File: config.mk
export PLATFORM = sky130hd
export DESIGN_NAME = xlat_ctl_reg
export DESIGN_NICKNAME = d
export VERILOG_FILES = /design/src/rtl/xlat_ctl_pkg.sv /design/src/rtl/xlat_access_decode.sv /design/src/rtl/xlat_eff_fields.sv /design/src/rtl/xlat_ctl_reg.sv
export SDC_FILE = /design/constraint.sdc
export NUM_CORES = 1
export LEC_CHECK = 0
export BUFFER_PORTS_ARGS = -buffer_cell sky130_fd_sc_hd__buf_4
export CELL_PAD_IN_SITES_DETAIL_PLACEMENT = 1
export CELL_PAD_IN_SITES_GLOBAL_PLACEMENT = 1
export CORE_MARGIN = 4
export CORE_UTILIZATION = 33
export CTS_CLUSTER_SIZE = 16
export DETAILED_ROUTE_END_ITERATION = 16
export PLACE_DENSITY_LB_ADDON = 0.25
export SYNTH_ARGS = -nofsm -noshare
export SYNTH_HDL_FRONTEND = slang
export SYNTH_SLANG_ARGS = --single-unit
File: constraint.sdc
create_clock -name clk -period 5.8 [get_ports clk]
set_clock_uncertainty 0.2 [all_clocks]
set_input_delay 0.29 -clock clk [delete_from_list [all_inputs] [get_ports clk]]
set_output_delay 0.29 -clock clk [all_outputs]
set_load 0.02 [all_outputs]
File: src/rtl/xlat_ctl_pkg.sv
// Shared types and constants for the translation control register.
// Assumes a 64-bit control word. Field positions are fixed because software
// writes them directly.
package xlat_ctl_pkg;

    typedef enum logic [2:0] {
        ACC_OK    = 3'd0,
        ACC_UNDEF = 3'd1,
        ACC_TRAP  = 3'd2,
        ACC_MEM   = 3'd3,
        ACC_HOST  = 3'd4
    } acc_kind_e;

    typedef struct packed {
        logic [1:0] op0;
        logic [2:0] op1;
        logic [3:0] crn;
        logic [3:0] crm;
        logic [2:0] op2;
    } sysenc_t;

    localparam int          WORD_W     = 64;
    localparam int          HWU_W      = 4;
    localparam int          OA_W       = 6;
    localparam logic [WORD_W-1:0] RSVD_MASK = 64'hC000_0008_0000_0040;
    localparam logic [5:0]  TRAP_CLASS = 6'h18;
    localparam logic [11:0] NV_SLOT    = 12'h120;

    localparam logic [2:0]  OP1_MAIN   = 3'b000;
    localparam logic [2:0]  OP1_ALIAS  = 3'b101;

    // Field positions.
    localparam int POS_IPS   = 32;
    localparam int POS_HA    = 39;
    localparam int POS_HD    = 40;
    localparam int POS_HPD0  = 41;
    localparam int POS_HPD1  = 42;
    localparam int POS_HWU0  = 43;
    localparam int POS_HWU1  = 47;

endpackage

File: src/rtl/xlat_access_decode.sv
// Access decoder: matches the encoding and selects the outcome of a request
// from its privilege level and the hypervisor controls. Purely combinational.
// Assumes the request fields are stable while req_valid is high.
module xlat_access_decode
    import xlat_ctl_pkg::*;
(
    input  sysenc_t    enc,
    input  logic       is_write,
    input  logic [1:0] el,
    input  logic       hv_enabled,
    input  logic       hv_host_mode,
    input  logic       hv_trap_wr,
    input  logic       hv_trap_rd,
    input  logic [2:0] hv_nested,
    output logic       hit,
    output acc_kind_e  kind
);

    logic common_ok;
    logic is_main;
    logic is_alias;

    // Match the fields shared by both forms, then the op1 variant.
    always_comb begin
        common_ok = (enc.op0 == 2'b11) && (enc.crn == 4'b0010) &&
                    (enc.crm == 4'b0000) && (enc.op2 == 3'b010);
        is_main   = common_ok && (enc.op1 == OP1_MAIN);
        is_alias  = common_ok && (enc.op1 == OP1_ALIAS);
        hit       = is_main || is_alias;
    end

    // Route by privilege level; at level 1 the traps take priority over the redirect.
    always_comb begin
        kind = ACC_UNDEF;
        if (el == 2'd0) begin
            kind = ACC_UNDEF;
        end else if (is_alias) begin
            kind = (el[1] && hv_host_mode) ? ACC_OK : ACC_UNDEF;
        end else begin
            unique case (el)
                2'd1: begin
                    if (hv_enabled && is_write && hv_trap_wr)
                        kind = ACC_TRAP;
                    else if (hv_enabled && !is_write && hv_trap_rd)
                        kind = ACC_TRAP;
                    else if (hv_nested == 3'b111)
                        kind = ACC_MEM;
                    else
                        kind = ACC_OK;
                end
                2'd2:    kind = hv_host_mode ? ACC_HOST : ACC_OK;
                default: kind = ACC_OK;
            endcase
        end
    end

endmodule

File: src/rtl/xlat_eff_fields.sv
// Effective-value derivation: turns the stored word into the values the
// translation logic uses. Assumes PA_BITS lies between 32 and 63.
module xlat_eff_fields
    import xlat_ctl_pkg::*;
#(
    parameter int PA_BITS = 48
) (
    input  logic [WORD_W-1:0] cfg,
    output logic              af_en,
    output logic              dirty_en,
    output logic [HWU_W-1:0]  hwu0,
    output logic [HWU_W-1:0]  hwu1,
    output logic [OA_W-1:0]   oa_bits
);

    localparam int          REGIONS = 2;
    localparam logic [OA_W-1:0] PA_LIM = OA_W'(PA_BITS);

    logic [OA_W-1:0] oa_dec;
    logic [HWU_W-1:0] hwu_eff [REGIONS];

    // Dirty-state management needs access-flag update to be on.
    always_comb begin
        af_en    = cfg[POS_HA];
        dirty_en = cfg[POS_HD] & cfg[POS_HA];
    end

    // One gate per region: hardware-use bits pass only with that region's disable bit set.
    for (genvar r = 0; r < REGIONS; r++) begin : g_region
        localparam int HWU_POS = (r == 0) ? POS_HWU0 : POS_HWU1;
        localparam int HPD_POS = (r == 0) ? POS_HPD0 : POS_HPD1;
        always_comb hwu_eff[r] = cfg[HWU_POS +: HWU_W] & {HWU_W{cfg[HPD_POS]}};
    end

    assign hwu0 = hwu_eff[0];
    assign hwu1 = hwu_eff[1];

    // Size code to bit count; the top code is held at the next-lower size.
    always_comb begin
        unique case (cfg[POS_IPS +: 3])
            3'd0:    oa_dec = 6'd32;
            3'd1:    oa_dec = 6'd36;
            3'd2:    oa_dec = 6'd40;
            3'd3:    oa_dec = 6'd42;
            3'd4:    oa_dec = 6'd44;
            3'd5:    oa_dec = 6'd48;
            default: oa_dec = 6'd52;
        endcase
        oa_bits = (oa_dec > PA_LIM) ? PA_LIM : oa_dec;
    end

endmodule

File: src/rtl/xlat_ctl_reg.sv
// Translation control register top: storage, access routing and a registered
// response one cycle after each matching request. Assumes at most one request
// per cycle and synchronous active-low reset.
module xlat_ctl_reg
    import xlat_ctl_pkg::*;
#(
    parameter int PA_BITS = 48
) (
    input  logic        clk,
    input  logic        rst_n,
    input  logic        req_valid,
    input  logic        req_write,
    input  logic [1:0]  req_op0,
    input  logic [2:0]  req_op1,
    input  logic [3:0]  req_crn,
    input  logic [3:0]  req_crm,
    input  logic [2:0]  req_op2,
    input  logic [1:0]  req_el,
    input  logic [63:0] req_wdata,
    input  logic        hv_enabled,
    input  logic        hv_host_mode,
    input  logic        hv_trap_wr,
    input  logic        hv_trap_rd,
    input  logic [2:0]  hv_nested,
    output logic        rsp_valid,
    output logic [2:0]  rsp_kind,
    output logic [63:0] rsp_rdata,
    output logic [5:0]  rsp_syndrome,
    output logic [11:0] rsp_mem_off,
    output logic [63:0] cfg_value,
    output logic        eff_af_en,
    output logic        eff_dirty_en,
    output logic [3:0]  eff_hwu0,
    output logic [3:0]  eff_hwu1,
    output logic [5:0]  eff_oa_bits
);

    sysenc_t           enc;
    logic              dec_hit;
    acc_kind_e         dec_kind;
    logic              take;
    logic [WORD_W-1:0] store_q;

    assign enc = '{op0: req_op0, op1: req_op1, crn: req_crn, crm: req_crm, op2: req_op2};

    xlat_access_decode u_decode (
        .enc          (enc),
        .is_write     (req_write),
        .el           (req_el),
        .hv_enabled   (hv_enabled),
        .hv_host_mode (hv_host_mode),
        .hv_trap_wr   (hv_trap_wr),
        .hv_trap_rd   (hv_trap_rd),
        .hv_nested    (hv_nested),
        .hit          (dec_hit),
        .kind         (dec_kind)
    );

    assign take = req_valid && dec_hit;

    // Control word storage; only a performed write changes it.
    always_ff @(posedge clk) begin
        if (!rst_n)
            store_q <= '0;
        else if (take && req_write && dec_kind == ACC_OK)
            store_q <= req_wdata & ~RSVD_MASK;
    end

    // Registered response, one cycle after the request.
    always_ff @(posedge clk) begin
        if (!rst_n) begin
            rsp_valid    <= 1'b0;
            rsp_kind     <= ACC_OK;
            rsp_rdata    <= '0;
            rsp_syndrome <= '0;
            rsp_mem_off  <= '0;
        end else begin
            rsp_valid    <= take;
            rsp_kind     <= take ? dec_kind : ACC_OK;
            rsp_rdata    <= (take && !req_write && dec_kind == ACC_OK) ? store_q : '0;
            rsp_syndrome <= (take && dec_kind == ACC_TRAP) ? TRAP_CLASS : '0;
            rsp_mem_off  <= (take && dec_kind == ACC_MEM) ? NV_SLOT : '0;
        end
    end

    assign cfg_value = store_q;

    xlat_eff_fields #(.PA_BITS(PA_BITS)) u_eff (
        .cfg      (store_q),
        .af_en    (eff_af_en),
        .dirty_en (eff_dirty_en),
        .hwu0     (eff_hwu0),
        .hwu1     (eff_hwu1),
        .oa_bits  (eff_oa_bits)
    );

endmodule

==> impl_metrics.ini <==
[outcome]
status = finished, final reports clean

[logic_synthesis]
ys_async_sr_fraction_pct = 0
synth_top_area_share_pct = 60.6
yosys_warnings = 0
netlist_instances = 349
postSynthAreaPerCell_sq_um = 11.9
synth_area_sq_mm = 0.00416
yosysSeqAreaShare_pct = 60.6
synth_top_area_cell = dfxtp_1
synth-main-ff-cell = dfxtp_1
synth_cell_type_count = 34
synth_edf_count = 0
synth.area.top_cells = dfxtp_1 (61%), a22o_1 (13%), and2_1 (10%)
synth_seq_cells = 126

[cts]
cts_buffer_depth = 2
clk_latency_ps = 410
cts_tree = built
cts_buffers = 17
cts_resized = 0
cts_setup_buffers = 0
numClockSinks = 126
clk_pin_slew_worst_paths_ps = 60
htreeDepth = 4
cts-root-buf = clkbuf_16
cts_hold_buf = 60

[layout]
synthToLayoutAreaGrowth_pct = 69.5
fill_cells = 1315
register_area_sq_mm = 0.00252
drive_above_1_share_pct = 42.0
multi_input_area_sq_mm = 0.00142
fin_cells = 817
layout.cells.most_common_list = buf_4 (233), dfxtp_1 (126), and2_1 (69)
nets = 733
final_common_cell = buf_4

[setup_path]
worstPathMaxFanout = 43
crit_path_start_kind = input port
critical_path_class = in -> reg
arrival_ps = 3220
cp-end-kind = flop
cp_data_required_time_ps = 5950

[placement]
dpl_worst_slack_ps = 2280
post-dp-hpwl_um = 9340
io_buffers = 230
gp_congestion = 0.730
placed_cells = 726

[die]
ios = 259
initial_utilization_pct = 34.2
dieArea_sq_mm = 0.0145
die_x_um = 120
die_y_um = 120
rows = 40
core_area_sq_mm = 0.0122

[sta]
setup_viol = 0
tightestPinTransition_ps = 981
rsz0062_at_grt = false
drv_slew = 0
fmax_ghz = 0.326
slew_headroom_pct = 34.6
hold_viol = 0
setup_tns_ps = 0
finalCritPeriodShare_pct = 52.9
hold-worst-slack_ps = 60.7
period_needed_ps = 3070
setup_ws_ps = 2730

[grt]
grt_pass1_wl_um = 22000
grt_max_degree = 46
overflow = 0
grt_pass1_vias = 3955
antenna_found_initial = 1
track_usage_pct = 19.8

[power_and_ir_drop]
worst_ir_drop_vdd_v = 0.000155
pwr-share-seq_pct = 44.8
p_int_uw = 1530
power_uw = 1930
pwr-share-comb_pct = 6.3
power_density_mw_per_mm2 = 274
p_sw_share_pct = 21.0
p_switching_uw = 407
p_clk_share_pct = 48.9
p_leak_uw = 0.00337

[drt]
ant_nets = 0
routed-via-count = 3708
drt-total-wl_um = 14700
vias_per_cell = 4.54
drc = 0
detail_route.wl_per_cell_um = 17.9
dr.pass1.iters = 4
drt-initial-drc-count = 170

[flow_run]
maxCapViolations = 0

[worst_hold_path]
hold_path.class = in -> reg
==> through the flow <==
| stage | utilization, % | area (sq um) |
|---|---|---|
| global placement | 48.6 | 5910 |
| detailed placement | 48.6 | 5910 |
| finish | 58.0 | 7050 |
| CTS | 58.0 | 7050 |
| floorplan | - | 4240 |
| global route | 58.0 | 7050 |
==> worst paths after layout <==
kind                            slack, ps                       start  depth (start not counted)                    endpoint
worst max-delay path                 2730                  req_crn[3]                          7    rsp_rdata[11]$_SDFF_PN0_
worst min register to register        280  cfg_value[57]$_SDFFE_PN0P_                          1    rsp_rdata[57]$_SDFF_PN0_
worst max register to register       4870  cfg_value[33]$_SDFFE_PN0P_                          1  cfg_value[33]$_SDFFE_PN0P_
worst min-delay path                   60                hv_host_mode                          3      rsp_kind[2]$_SDFF_PN0_
==> layer usage <==
metal,vias up,global-route usage (%),part of all wire (%)
met3,25,6.08,7.6
met2,175,37.6,55
li1,1730,-,-
met5,-,0,0
met1,1778,19.9,35
met4,0,8.57,2.5
==> critical path, stage by stage <==
cell,delay [ps]
buf_4,110
or4b_1,610
nor4_4,330
nand3_2,200
a2111oi_4,950
buf_4,480
and2_1,200
==> final cells by class <==
class	instances	share of cell area (%)
clock buffer	23	7.06
antenna	1	0.0355
inverter	4	0.213
multi-input combinational	195	20.1
clock inverter	7	0.532
sequential	126	35.8
tap	168	2.98
timing repair buffer	293	33.3
==> Yosys cell counts (2+ instances only) <==
library cell / instances
nand3_1: 4
mux2_2: 2
nand2_1: 3
nor2b_1: 2
xnor2_1: 2
and2_1: 69
nor2_1: 5
dfxtp_1: 126
nand4_1: 2
ha_1: 3
a22o_1: 60
clkbuf_2: 6
buf_4: 27
conb_1: 2
nor4_1: 2
a211oi_1: 2
buf_2: 12
inv_1: 4
==> registers in the layout (all words and copies together) (netlist names) <==
register / count
cfg_value: 60
rsp_rdata: 60
rsp_kind: 3
rsp_valid: 1
rsp_syndrome: 1
rsp_mem_off: 1
==> kinds of logic after synthesis <==
logic type	count (synthesis)	share of synthesized area [%]
AOI/OAI and AO/OA	67	14.5
xor gates and xnor gates	2	0.421
adders and majority gates	3	0.902
buffers and inverters	50	7.49
DFF	126	60.6
muxes	2	0.541
other	2	0.181
and+or+nand+nor	97	15.3
==> power groups by stage <==
stage          registers, uW  logic, uW  clock network, uW
2_1_floorplan            885       43.7                  0
3_3_place_gp             885       82.7                  0
3_5_place_dp             885       84.3                  0
4_1_cts                  866        119                969
5_1_grt                  866        130               1010
6_report                 866        121                947
(Power assumes the default switching activity.)
